[src/rtl/bridge_pwm.sv]
module bridge_pwm #(
  parameter int RAMP_TOP = 2272,
  parameter int THR_HI   = 1515,
  parameter int THR_LO   = 600,
  parameter int MIN_THR  = 200,
  localparam int RW      = $clog2(RAMP_TOP + 1)
) (
  input  logic       clk,
  input  logic       rst_n,
  input  logic       dir_fwd,
  input  logic       dir_rev,
  input  logic [1:0] duty_sel,
  output logic [1:0] leg_a,
  output logic [1:0] leg_b,
  output logic       lvl_low_pull
);

  localparam logic [1:0] LEG_OFF = 2'b00;
  localparam logic [1:0] LEG_HI  = 2'b01;
  localparam logic [1:0] LEG_LO  = 2'b10;
  localparam logic [RW-1:0] TOP_C = RW'(RAMP_TOP);
  localparam logic [RW-1:0] HI_C  = RW'(THR_HI);
  localparam logic [RW-1:0] LO_C  = RW'(THR_LO);

  initial begin
    assert_param_order_R7 : assert (MIN_THR <= THR_LO && THR_LO < THR_HI && THR_HI <= RAMP_TOP);
  end

  logic [RW-1:0] ramp;
  logic [RW-1:0] thr;
  logic          on_ph;
  logic [1:0]    nxt_a, nxt_b;

  assign thr   = duty_sel[0] ? HI_C : LO_C;
  assign on_ph = !duty_sel[1] || (ramp < thr);

  always_comb begin
    nxt_a = LEG_OFF;
    nxt_b = LEG_OFF;
    unique case ({dir_fwd, dir_rev})
      2'b10: begin nxt_a = on_ph ? LEG_HI : LEG_OFF; nxt_b = LEG_LO; end
      2'b01: begin nxt_a = LEG_LO; nxt_b = on_ph ? LEG_HI : LEG_OFF; end
      2'b11: begin nxt_a = LEG_LO; nxt_b = LEG_LO; end
      default: ;
    endcase
  end

  always_ff @(posedge clk or negedge rst_n) begin
    if (!rst_n) begin
      ramp         <= '0;
      leg_a        <= LEG_OFF;
      leg_b        <= LEG_OFF;
      lvl_low_pull <= 1'b0;
    end else begin
      ramp         <= (ramp == TOP_C) ? '0 : ramp + 1'b1;
      leg_a        <= nxt_a;
      leg_b        <= nxt_b;
      lvl_low_pull <= !duty_sel[0];
    end
  end

  assert_ramp_wrap_R2 : assert property (@(posedge clk) disable iff (!rst_n)
    ramp == TOP_C |=> ramp == '0);
  assert_ramp_step_R2 : assert property (@(posedge clk) disable iff (!rst_n)
    ramp != TOP_C |=> ramp == $past(ramp) + 1'b1);
  assert_idle_float_R3 : assert property (@(posedge clk) disable iff (!rst_n)
    (!dir_fwd && !dir_rev) |=> (leg_a == LEG_OFF && leg_b == LEG_OFF));
  assert_brake_R9 : assert property (@(posedge clk) disable iff (!rst_n)
    (dir_fwd && dir_rev) |=> (leg_a == LEG_LO && leg_b == LEG_LO));
  assert_full_on_R8 : assert property (@(posedge clk) disable iff (!rst_n)
    (dir_fwd && !dir_rev && !duty_sel[1]) |=> leg_a == LEG_HI);
  assert_low_off_R7 : assert property (@(posedge clk) disable iff (!rst_n)
    (dir_fwd && !dir_rev && duty_sel == 2'b10 && ramp >= LO_C) |=> leg_a == LEG_OFF);
  assert_flag_R10 : assert property (@(posedge clk) disable iff (!rst_n)
    !duty_sel[0] |=> lvl_low_pull);
  assert_no_shoot_R11 : assert property (@(posedge clk) disable iff (!rst_n)
    leg_a != 2'b11 && leg_b != 2'b11);

endmodule

[config.mk]
export PLATFORM = sky130hd
export DESIGN_NAME = bridge_pwm
export DESIGN_NICKNAME = d
export VERILOG_FILES = /design/src/rtl/bridge_pwm.sv
export SDC_FILE = /design/constraint.sdc
export NUM_CORES = 1
export LEC_CHECK = 0
export ABC_AREA = 1
export BUFFER_PORTS_ARGS = -buffer_cell sky130_fd_sc_hd__buf_4
export CAP_MARGIN = 20
export CORE_MARGIN = 3
export CORE_UTILIZATION = 40
export CTS_BUF_LIST = sky130_fd_sc_hd__clkbuf_4 sky130_fd_sc_hd__clkbuf_8 sky130_fd_sc_hd__clkbuf_16
export DETAILED_ROUTE_END_ITERATION = 7
export MAX_ROUTING_LAYER = met4
export PLACE_DENSITY = 0.59
export SLEW_MARGIN = 20
export SYNTH_ARGS = -nofsm -noshare
export SYNTH_HDL_FRONTEND = slang
export SYNTH_SLANG_ARGS = --single-unit
[constraint.sdc]
create_clock -name clk -period 4.3 [get_ports clk]
set_clock_uncertainty 0.2 [all_clocks]
set_input_delay 0.43 -clock clk [delete_from_list [all_inputs] [get_ports clk]]
set_output_delay 0.43 -clock clk [all_outputs]
set_load 0.1 [all_outputs]
==> flow_summary.toml, run 1 <==
[synthesis]
synth_edf_count = 0
syn_area_per_cell_um2 = 8.04
synth_top_cell_by_area = "dfrtp_1"
synth_cells = 126
synth_top_area_share_pct = 42.0
yosysMostFrequentCell = "inv_1"
synth_seq_cells = 17
syn_area_um2 = 1010
yosysWarnings = 0
yosys-top-cells-count = "inv_1, nand2_1, dfrtp_1, nand3_1"
synth_area_leaders = "dfrtp_1, ha_1, inv_1"
yosys_most_used_dff = "dfrtp_1"
seq_area_frac_synth_pct = 42.0
syn_nets = 141
async_flop_share_pct = 100
ys_types = 21

[global_route]
grt.overflow.total = 0
track_usage_pct = 14.7
grt_start_max_net_pins = 18
grt_pass1_wl_mm = 3.53
antenna_found_initial = 0
grt_pass1_vias = 803

[sta]
worst_pin_slew_ns = 0.263
fmax_mhz = 618
min_period_ns = 1.62
slew_headroom_pct = 82.3
setup_viol = 0
rsz0062_at_grt = "no"
hold_viol = 0
fin_setup_tns_ns = 0
setup_ws_ns = 2.68
period_share_pct = 37.6
slew_viol_final = 0

[worst_setup_path]
start_kind = "register"
cp_max_fo = 5
path_class = "reg -> reg"
worstPathArrival_ns = 1.60
worst_setup_path_end_kind = "register"
required_ns = 4.28
reg2reg_depth = 6

[power]
p_sw_share_pct = 26.3
p_total_mw = 0.290
peakVddDrop_mv = 0.142
pwr-share-clk_pct = 31.2
pwr_density_cell_nw_per_um2 = 253
p_seq_share_pct = 56.1
p_sw_mw = 0.0763
p_leak_nw = 0.627
p_comb_share_pct = 12.7
p_int_mw = 0.214

[cells_and_area]
final_nets = 154
finish.utilization_pct = 50.0
drive_gt1_share_pct = 18.1
syn2layout_area_growth_pct = 13.3
diodes = 0
final_cell_count_no_fill = 166

[clock_network]
path_clk_slew_ns = 0.09
htreeDepth = 1
clkLatencyLatePin_ns = 0.29
cts_resized = 0
numCtsBuffers = 3
clk_path_buf_depth = 2
cts_tree = "done"
cts_root_buf = "clkbuf_4"
clock-sinks = 17

[route]
drtIter0Drc = 24
wl_per_cell_um = 11.7
first_pass_iters = 4
final_antenna_net_count = 0
vias_per_cell = 4.98
via_count = 826
drc = 0
drt_wl_total_mm = 1.95

[min_path]
hold_class = "in -> reg"
hold_path_depth = 1

[die]
fp-row-count = 17
die_area_um2 = 3170
die_h_um = 56.3
core-area_um2 = 2300
ios = 11
die_width_um = 56.3
start_util_pct = 44.1

[place]
pre_cts_slack_ns = 2.46
numPlacedInstances = 161
placement.io_buffers = 10
dp_hpwl_mm = 1.53
place_congestion = 0.851

[status]
status = "finished, final reports clean"

[flow_run]
max_cap_viol_count = 0
-- metal layers --
| metal | part of all wire, % | wire [um] | GRT usage (%) | up-vias |
|---|---|---|---|---|
| met3 | 4.0 | 77 | 2.53 | 5 |
| li1 | - | - | - | 422 |
| met4 | 2.5 | 48 | 7.12 | 0 |
| met5 | 0 | 0 | - | - |
| met1 | 49 | 948 | 18.9 | 384 |
| met2 | 45 | 873 | 22.4 | 15 |
-- cell type report --
type	instances	area [um^2]
inverter	25	93.8
clock buffer	4	30.0
timing repair buffer	11	85.1
tap	28	35.0
fill	227	1150
multi-input combinational	81	479
sequential	17	425
-- worst paths after layout --
path / from / endpoint / slack, ns
worst max-delay path: ramp[9] / leg_a[0] / 2.68
worst min-delay path: dir_rev / leg_a[1] / 0.05
worst max register to register: ramp[9] / leg_a[0] / 2.68
worst min register to register: ramp[0] / ramp[0] / 0.31
max in group asynchronous: rst_n / ramp[11] / 3.38
min in group asynchronous: rst_n / ramp[3] / 0.33
-- worst max-delay path, cell delays in order, from the launching register on --
cell     delay (ns)
dfrtp_1        0.45
ha_1           0.31
nand2_1        0.05
nor3_1         0.21
nand3_1        0.12
nand3_1        0.10
a21oi_1        0.07
-- flip-flops by register name (all words and copies together), names as in the netlist --
signal	cells
lvl_low_pull	1
ramp	12
leg_b	2
leg_a	2
-- power groups by stage --
stage / clock, mW / sequential, mW / combinational, mW
final: 0.0905 / 0.163 / 0.0369
after global routing: 0.102 / 0.163 / 0.0399
after CTS: 0.0956 / 0.163 / 0.0376
after detailed placement: 0 / 0.166 / 0.0368
after global placement: 0 / 0.166 / 0.0363
after floorplan: 0 / 0.184 / 0.00630
-- cell usage in the layout, fill, tap and decap left out, drive strengths merged --
| master | instances |
|---|---|
| dlygate4sd3 | 1 |
| o21ai | 2 |
| nand4 | 1 |
| a21oi | 5 |
| dfrtp | 17 |
| nand2 | 22 |
| nor4 | 2 |
| xor2 | 3 |
| nand3 | 11 |
| or2 | 3 |
| nor2 | 12 |
| nor3 | 9 |
| a31oi | 1 |
| ha | 9 |
| o21bai | 1 |
| clkbuf | 4 |
| inv | 25 |
| buf | 10 |
-- kinds of logic (layout without fill, tap and decap cells) --
kind of cell	after synthesis	after routing	share of synthesized area, %
and+or+nand+nor	60	60	28.8
buffers and inverters	28	40	10.7
DFF	17	17	42.0
adders and majority gates	9	9	11.1
AOI/OAI and AO/OA	9	9	4.82
xor gates and xnor gates	3	3	2.59
-- through the flow --
stage	area [um^2]	hold WS [ns]
6_report	1150	0.0539
5_1_grt	1150	0.0383
4_1_cts	1150	0.0412
3_5_place_dp	1110	0.112
3_3_place_gp	1110	0.108
2_1_floorplan	1010	-0.0656
-- what timing repair did --
action,in CTS,in global routing
hold buffers,1,0
hold endpoints to repair,17,0
setup buffers,0,0
Note: power is estimated with default switching activity, not from simulation.
==> inputs of run 2 (changes only) <==
- ABC_AREA: 1 -> 0
- clock period: 4.3 -> 1.5 ns (I/O delays scaled with it)
==> flow_summary.toml, run 2 <==
[worst_setup_path]
start_kind = "register"
reg2reg_depth = 4
rr_startpoint = "ramp[9]"
cp_max_fo = 3
worstPathArrival_ns = 1.65
path_buf_inv = 0
worstPathCellList = "or4_4 > nor3_4 > nand2b_1 > mux2i_1"
required_ns = 1.48
worst_setup_path_end_kind = "register"
critPathLaunch = "ramp[9]"
crit_cells = 4
crit_path_top_delay_cell = "or4_4"
max_stage_delay_ns = 0.56
path_class = "reg -> reg"
cp_top_family = "simple AND/OR/NAND/NOR gates"

[sta]
fin_setup_tns_ns = -1.34
worst_pin_slew_ns = 0.279
fmax_mhz = 602
setup_viol = 10
min_period_ns = 1.66
period_share_pct = 111
setup_ws_ns = -0.161
slew_viol_final = 0
slew_headroom_pct = 81.6
rsz0062_at_grt = "yes"
hold_viol = 0
hold_ws_ns = 0.0288

[cells_and_area]
seq_area_um2 = 425
diodes = 0
multi_input_area_um2 = 494
fillers = 190
layout_common_cells = "buf_4, dfrtp_1, nand3_1, ha_1"
drive_gt1_share_pct = 39.3
max_flop_register = "ramp"
finish.utilization_pct = 61.4
final_nets = 133
largest_reg_flops = 12
design_area_um2 = 1250
top_regs = "ramp: 12 flops, leg_a: 2 flops, leg_b: 2 flops"
final_common_cell = "buf_4"
final_cell_count_no_fill = 144
syn2layout_area_growth_pct = 39.6

[route]
vias_per_cell = 4.94
first_pass_iters = 2
drtIter0Drc = 4
wl_per_cell_um = 13.7
final_antenna_net_count = 0
via_count = 711
drc = 0
drt_wl_total_mm = 1.97

[clock_network]
clkLatencyLatePin_ns = 0.30
cts_root_buf = "clkbuf_4"
clock-sinks = 17
htreeDepth = 1
cts_tree = "done"
path_clk_slew_ns = 0.10
clk_path_buf_depth = 2
numCtsBuffers = 3

[synthesis]
async_flop_share_pct = 100
synth_edf_count = 0
synth_top_area_share_pct = 47.4
synth_seq_cells = 17
yosysWarnings = 0
syn_nets = 99
synth_cells = 84
syn_area_um2 = 898
syn_area_per_cell_um2 = 10.7
synth_top_cell_by_area = "dfrtp_1"
yosysMostFrequentCell = "dfrtp_1"
ys_types = 28
yosys-top-cells-count = "dfrtp_1, ha_1, nand3_1, inv_1, xnor2_1"
yosys_most_used_dff = "dfrtp_1"
synth_area_leaders = "dfrtp_1, ha_1, xnor2_1"
seq_area_frac_synth_pct = 47.4

[power]
pwr_density_cell_nw_per_um2 = 683
p_leak_nw = 0.604
peakVddDrop_mv = 0.476
p_total_mw = 0.856

[die]
ios = 11
fp-row-count = 16
core-area_um2 = 2040
die_area_um2 = 2850
die_h_um = 53.4
die_width_um = 53.4
start_util_pct = 44.0

[min_path]
hold_class = "in -> reg"
hold_path_startpoint = "duty_sel[1]"
hold_path_depth = 3

[place]
numPlacedInstances = 136
dpl-instance-area_um2 = 1130
placement.io_buffers = 10
pre_cts_slack_ns = -0.179
dp_hpwl_mm = 1.47
place_congestion = 0.828

[global_route]
grt_start_max_net_pins = 18
grt_pass1_vias = 701
track_usage_pct = 16.6
antenna_found_initial = 0
grt.overflow.total = 0
grt_pass1_wl_mm = 3.10

[flow_run]
max_cap_viol_count = 0

[status]
status = "complete, but fails checks"
violations = "negative setup slack"
==> run 2: report_power, final <==
part           switching [mW]  internal, mW
Combinational          0.0798        0.0349
Clock                   0.153         0.122
Sequential            0.00179         0.465
Total                   0.235         0.621
==> run 2: path summary, 6_finish.rpt <==
| kind | endpoint | slack, ns |
|---|---|---|
| max reg2reg | ramp[11] | -0.16 |
| min reg2reg | ramp[4] | 0.37 |
| min | leg_a[0] | 0.03 |
| min in group asynchronous | lvl_low_pull | 0.04 |
| max | ramp[11] | -0.16 |
| max in group asynchronous | ramp[9] | 0.87 |
==> run 2: timing repair <==
action                                  4_1_cts  5_1_grt
setup buffers                                 0        1
gates cloned                                  0        0
pin swaps                                    11        4
endpoints found under the hold margin        21        0
gates resized for setup                       9        4
endpoints found under the setup margin       12       12
hold buffers                                  3        0
==> run 2: area by class of cell <==
| class | instances | share of cell area (%) |
|---|---|---|
| Clock buffer | 4 | 2.40 |
| Sequential cell | 17 | 33.9 |
| Timing Repair Buffer | 32 | 20.1 |
| Multi-Input combinational cell | 59 | 39.4 |
| Tap cell | 27 | 2.69 |
| Inverter | 5 | 1.50 |
==> run 2: logic make-up (layout without fill, tap and decap cells) <==
group	count (synthesis)	after routing	synth area share, %
DFF	17	17	47.4
buffers and inverters	8	41	3.48
muxes	1	1	1.11
adders and majority gates	9	9	12.5
xor gates and xnor gates	7	7	6.82
AOI/OAI and AO/OA	13	13	9.05
and+or+nand+nor	29	29	19.6
==> run 2: worst reg2reg max path, stage by stage, from the launching register on <==
cell and delay, ns:
dfrtp_1 0.43, or4_4 0.56, nor3_4 0.17, nand2b_1 0.13, mux2i_1 0.06
==> run 2: layer usage <==
| metal | track usage, % | up-vias | part of all wire [%] |
|---|---|---|---|
| li1 | - | 358 | - |
| met1 | 19.1 | 336 | 47 |
| met2 | 26.1 | 13 | 47 |
| met3 | 2.54 | 4 | 3.5 |
| met4 | 11.5 | 0 | 2.4 |
| met5 | - | - | 0 |
